[src/rtl/srp_pkg.sv]
package srp_pkg;

    typedef enum logic [1:0] {
        ST_EMPTY = 2'd0,
        ST_HELD  = 2'd1,
        ST_STALE = 2'd2
    } srp_hold_t;

    typedef enum logic {
        CK_FIRST = 1'b0,
        CK_TRACK = 1'b1
    } srp_chk_t;

endpackage

[src/rtl/srp_holder.sv]
module srp_holder
    import srp_pkg::*;
#(
    parameter int DATA_W = 32
) (
    input  logic              clk,
    input  logic              rst,
    input  logic              prod_valid,
    input  logic [DATA_W-1:0] prod_word,
    input  logic              rd_act,
    output logic [DATA_W-1:0] word_q,
    output logic              avail_n,
    output logic              accept,
    output logic              overflow
);

    srp_hold_t state_q, state_d;
    logic      load;

    // next state
    always_comb begin
        state_d = state_q;
        unique case (state_q)
            ST_EMPTY: if (prod_valid) state_d = rd_act ? ST_STALE : ST_HELD;
            ST_STALE: if (!rd_act)    state_d = ST_HELD;
            ST_HELD:  if (rd_act)     state_d = ST_EMPTY;
            default:                  state_d = ST_EMPTY;
        endcase
    end

    always_ff @(posedge clk) begin
        if (rst) state_q <= ST_EMPTY;
        else     state_q <= state_d;
    end

    // outputs
    always_comb begin
        avail_n = (state_q == ST_EMPTY);
        load    = (state_q == ST_EMPTY) && prod_valid;
        accept  = (state_q == ST_HELD) && rd_act;
    end

    always_ff @(posedge clk) begin
        if (rst) begin
            word_q   <= '0;
            overflow <= 1'b0;
        end else begin
            if (load) word_q <= prod_word;
            if (!avail_n && prod_valid) overflow <= 1'b1;
        end
    end

    p_load_r2: assert property (@(posedge clk) disable iff (rst)
        (avail_n && prod_valid) |=> (!avail_n && word_q == $past(prod_word)));

    p_accept_r3: assert property (@(posedge clk) disable iff (rst)
        (state_q == ST_HELD && rd_act) |=> avail_n);

    p_keep_word_r4: assert property (@(posedge clk) disable iff (rst)
        (!avail_n && !rd_act) |=> (!avail_n && $stable(word_q)));

    p_stale_r5: assert property (@(posedge clk) disable iff (rst)
        (state_q == ST_STALE) |=> !avail_n);

    p_no_overflow_r6: assert property (@(posedge clk) disable iff (rst)
        overflow |=> overflow);

    p_empty_r7: assert property (@(posedge clk) disable iff (rst)
        (avail_n && !prod_valid) |=> avail_n);

endmodule

[src/rtl/srp_tag_check.sv]
module srp_tag_check
    import srp_pkg::*;
#(
    parameter int DATA_W = 32,
    parameter int TAG_W  = 2
) (
    input  logic              clk,
    input  logic              rst,
    input  logic              accept,
    input  logic [DATA_W-1:0] word,
    output logic              tag_dup,
    output logic              tag_skip
);

    localparam logic [TAG_W-1:0] TAG_ONE = TAG_W'(1);

    srp_chk_t         ck_q, ck_d;
    logic [TAG_W-1:0] prev_q;
    logic [TAG_W-1:0] step;
    logic             dup_d, skip_d;

    always_comb begin
        ck_d = ck_q;
        unique case (ck_q)
            CK_FIRST: if (accept) ck_d = CK_TRACK;
            CK_TRACK: ck_d = CK_TRACK;
            default:  ck_d = CK_FIRST;
        endcase
    end

    always_ff @(posedge clk) begin
        if (rst) ck_q <= CK_FIRST;
        else     ck_q <= ck_d;
    end

    always_comb begin
        step   = word[TAG_W-1:0] - prev_q;
        dup_d  = accept && (ck_q == CK_TRACK) && (step == '0);
        skip_d = accept && (ck_q == CK_TRACK) && (step != '0) && (step != TAG_ONE);
    end

    always_ff @(posedge clk) begin
        if (rst) begin
            prev_q   <= '0;
            tag_dup  <= 1'b0;
            tag_skip <= 1'b0;
        end else begin
            if (accept) prev_q <= word[TAG_W-1:0];
            tag_dup  <= dup_d;
            tag_skip <= skip_d;
        end
    end

    p_pulse_only_r8: assert property (@(posedge clk) disable iff (rst)
        !accept |=> (!tag_dup && !tag_skip));

    p_exclusive_r9: assert property (@(posedge clk) disable iff (rst)
        $onehot0({tag_dup, tag_skip}));

    p_first_clean_r10: assert property (@(posedge clk) disable iff (rst)
        (ck_q == CK_FIRST && accept) |=> (!tag_dup && !tag_skip));

endmodule

[src/rtl/stream_rd_port.sv]
module stream_rd_port #(
    parameter int DATA_W = 32,
    parameter int TAG_W  = 2
) (
    input  logic              clk,
    input  logic              rst,
    input  logic              prod_valid,
    input  logic [DATA_W-1:0] prod_word,
    input  logic              bus_cs,
    input  logic              bus_rd_n,
    output logic [DATA_W-1:0] rd_data,
    output logic              avail_n,
    output logic              overflow,
    output logic              tag_dup,
    output logic              tag_skip
);

    logic rd_act;
    logic accept;

    assign rd_act = bus_cs && !bus_rd_n;

    srp_holder #(.DATA_W(DATA_W)) u_holder (
        .clk        (clk),
        .rst        (rst),
        .prod_valid (prod_valid),
        .prod_word  (prod_word),
        .rd_act     (rd_act),
        .word_q     (rd_data),
        .avail_n    (avail_n),
        .accept     (accept),
        .overflow   (overflow)
    );

    srp_tag_check #(.DATA_W(DATA_W), .TAG_W(TAG_W)) u_check (
        .clk      (clk),
        .rst      (rst),
        .accept   (accept),
        .word     (rd_data),
        .tag_dup  (tag_dup),
        .tag_skip (tag_skip)
    );

    p_reset_r1: assert property (@(posedge clk)
        rst |=> (avail_n && !overflow && !tag_dup && !tag_skip && rd_data == '0));

endmodule

[config.mk]
export PLATFORM = sky130hd
export DESIGN_NAME = stream_rd_port
export DESIGN_NICKNAME = d
export VERILOG_FILES = /design/src/rtl/srp_pkg.sv /design/src/rtl/srp_holder.sv /design/src/rtl/srp_tag_check.sv /design/src/rtl/stream_rd_port.sv
export SDC_FILE = /design/constraint.sdc
export NUM_CORES = 1
export LEC_CHECK = 0
export ABC_AREA = 1
export BUFFER_PORTS_ARGS = -buffer_cell sky130_fd_sc_hd__buf_2
export CAP_MARGIN = 20
export CORE_ASPECT_RATIO = 1.4
export CORE_MARGIN = 2
export CORE_UTILIZATION = 48
export CTS_CLUSTER_DIAMETER = 40
export DETAILED_ROUTE_END_ITERATION = 16
export PLACE_DENSITY = 0.92
export SLEW_MARGIN = 20
export SYNTH_ARGS = -nofsm -noshare
export SYNTH_HDL_FRONTEND = slang
export SYNTH_SLANG_ARGS = --single-unit
[constraint.sdc]
create_clock -name clk -period 2.4 [get_ports clk]
set_clock_uncertainty 0.05 [all_clocks]
set_input_delay 0.36 -clock clk [delete_from_list [all_inputs] [get_ports clk]]
set_output_delay 0.36 -clock clk [all_outputs]
set_load 0.01 [all_outputs]
==> impl_metrics.py <==
metrics = {
    "run_status": {
        "status": "finished clean",
    },
    "critical_path": {
        "crit_path_end_kind": "output pin",
        "cp_max_fo": 3,
        "crit_chain": "nor2_4 > buf_2",
        "r2r-end": "u_holder.word_q[2]",
        "cp_slowest_stage_delay_ns": 0.34,
        "critPathLaunchType": "flip-flop",
        "crit_slowest_cell": "dfxtp_1",
        "crit_arrival_ns": 0.93,
        "required_ns": 1.99,
        "reg2reg_depth": 5,
        "rrSetupSlack_ns": 1.11,
        "crit_type": "flip-flop to output pin",
        "r2r-start": "u_holder.state_q[0]",
    },
    "job": {
        "cap_violations": 0,
    },
    "cts": {
        "cts_buffers": 5,
        "path_clk_slew_ns": 0.07,
        "cts_buffer_depth": 2,
        "cts_hold_buf": 0,
        "cts_tree": "yes",
        "clkLatencyLatePin_ns": 0.28,
        "post_cts_buffers": 0,
        "htree_levels": 2,
        "clock_sinks": 40,
        "cts_root_buf": "clkbuf_8",
        "cts.repair.resized": 0,
    },
    "power": {
        "peakVddDrop_uv": 658,
        "switching_share": 0.273,
        "pwr-share-seq": 0.534,
        "power.share.clock": 0.295,
        "p_int_w": 0.00101,
        "power_frac_comb": 0.170,
        "power_leakage_nw": 0.991,
        "power.density_mw_per_mm2": 724,
        "power_w": 0.00139,
        "switchingPower_w": 0.000380,
    },
    "timing": {
        "tns_ns": 0,
        "fin_crit_sh": 0.559,
        "setup_viol_count_final": 0,
        "hold_viol": 0,
        "fmax_ghz": 0.745,
        "worstMarginPinSlew_ns": 0.859,
        "rsz0062_at_grt": "false",
        "timing.final.max_slew_violations": 0,
        "max-slew-margin-rel": 0.427,
        "fin_crit_ns": 1.34,
    },
    "cells_and_area": {
        "fin_cells": 306,
        "num_antenna_cells": 0,
        "final_common_cell": "nor2_1",
        "layout_common_cells": "nor2_1 (76), buf_2 (72), dfxtp_1 (40)",
        "area_growth_pct": 26.6,
        "drive_gt1_frac": 0.303,
        "fin_nets": 305,
    },
    "grt": {
        "gr-total-overflow": 0,
        "first_global_vias": 1278,
        "antenna_found_initial": 0,
        "grt_max_degree": 37,
        "grt_pass1_wl_mm": 5.11,
        "track_usage": 0.187,
    },
    "die": {
        "rows": 24,
        "die_h_um": 70.6,
        "chipWidth_um": 51.6,
        "io_pins": 73,
        "dieArea_mm2": 0.00364,
        "core_mm2": 0.00306,
        "initial_utilization": 0.496,
    },
    "logic_synthesis": {
        "synth-seq-area-share": 0.527,
        "synth_seq_cells": 40,
        "postSynthCellCount": 197,
        "synth.distinct_cells": 16,
        "synth_area_per_cell_um2": 7.72,
        "yosysTopAreaCellShare": 0.527,
        "syn_area_mm2": 0.00152,
        "synth_top_area_cell": "dfxtp_1",
        "postSynthNetCount": 235,
        "yosys_warnings": 0,
        "ys_top_cells_by_area": "dfxtp_1 (53%), nor2_1 (19%), o21ai_0 (7.2%)",
    },
    "placed_design": {
        "place_hpwl_mm": 2.33,
        "globalplace.congestion": 0.835,
        "dp_cells": 299,
        "port_buffers": 72,
    },
    "drt": {
        "drcViolationCount": 0,
        "drt_iter0_drc": 26,
        "antenna_left": 0,
        "vias": 1442,
        "drt_pre_antenna_iters": 4,
        "avgViaCountPerCell": 4.71,
        "wl_per_cell_um": 10.6,
        "drt-total-wl_mm": 3.25,
    },
    "worst_hold_path": {
        "min_from": "rst",
        "hold_depth": 2,
        "hold_end": "u_check.ck_q",
        "holdCritPathClass": "input pin to flip-flop",
    },
}
stage by stage:
step	cell area, µm²	setup WS [ns]	util	hold slack (ns)
finish	1920	1.06	0.628	0.244
detailed placement	1850	0.823	0.603	0.413
global placement	1850	0.839	0.603	0.406
floorplan	1520	1.29	-	0.382
CTS	1920	1.04	0.628	0.236
global route	1920	0.925	0.628	0.249
synth_stat cells:
cell	n
nand2_4	1
buf_2	2
nor2_1	76
nor2_4	1
clkbuf_2	1
o21ai_0	22
o21ai_1	11
a21oi_1	2
buf_6	6
nand2_1	15
ha_1	1
dfxtp_1	40
inv_6	1
inv_1	11
nand3_1	6
nor3_1	1
metal layers:
metal | vias up | wire [µm] | GRT usage | part of all wire
met5 | - | 0 | 0 | 0
met4 | 0 | 61 | 0.0760 | 0.019
met3 | 8 | 206 | 0.0675 | 0.063
met2 | 49 | 1780 | 0.355 | 0.55
met1 | 632 | 1190 | 0.172 | 0.37
li1 | 753 | - | - | -
power groups by stage:
stage | Clock, W | Sequential (W) | Combinational, W
2_1_floorplan | 0 | 0.000783 | 0.000133
3_3_place_gp | 0 | 0.000757 | 0.000233
3_5_place_dp | 0 | 0.000760 | 0.000239
4_1_cts | 0.000422 | 0.000745 | 0.000241
5_1_grt | 0.000443 | 0.000751 | 0.000268
6_report | 0.000411 | 0.000745 | 0.000238
cell families (layout without fill, tap and decap cells):
kind of cell    after synthesis  after routing  share of synthesized area
compound gates               35             35                      0.115
fa+ha+maj                     1              1                    0.00823
buf+inv                      21             91                     0.0872
flops                        40             40                      0.527
simple gates                100            100                      0.263
worst max-delay path: cells and delay by family, from the launching register on:
kind / cells / cell delay (ns)
buffers and inverters: 1 / 0.15
and+or+nand+nor: 1 / 0.15
DFF: 1 / 0.34
sequential cells by signal, summed over array words and instances, names as in the netlist:
register and cells:
u_check.prev_q 2, u_holder.state_q 2, u_check.tag_dup 1, u_holder.overflow 1, u_holder.word_q 32, u_check.tag_skip 1, u_check.ck_q 1
final cells by class:
class,count,area (µm²)
multi-input cells,136,587
clock inverters,1,5.00
fillers,313,1140
well taps,39,48.8
flip-flops and latches,40,801
clock buffers,6,72.6
repair buffers,72,360
inverters,12,50.0
worst max path at each step:
stage | startpoint | endpoint | slack [ns]
final | u_holder.state_q[0] | avail_n | 1.06
after floorplan | u_holder.word_q[0] | u_check.tag_skip | 1.29
after CTS | u_holder.state_q[0] | avail_n | 1.04
after global placement | rst | u_holder.word_q[27] | 0.84
after global routing | rst | u_holder.word_q[13] | 0.93
after detailed placement | rst | u_holder.word_q[1] | 0.82
Note: power is estimated with default switching activity, not from simulation.
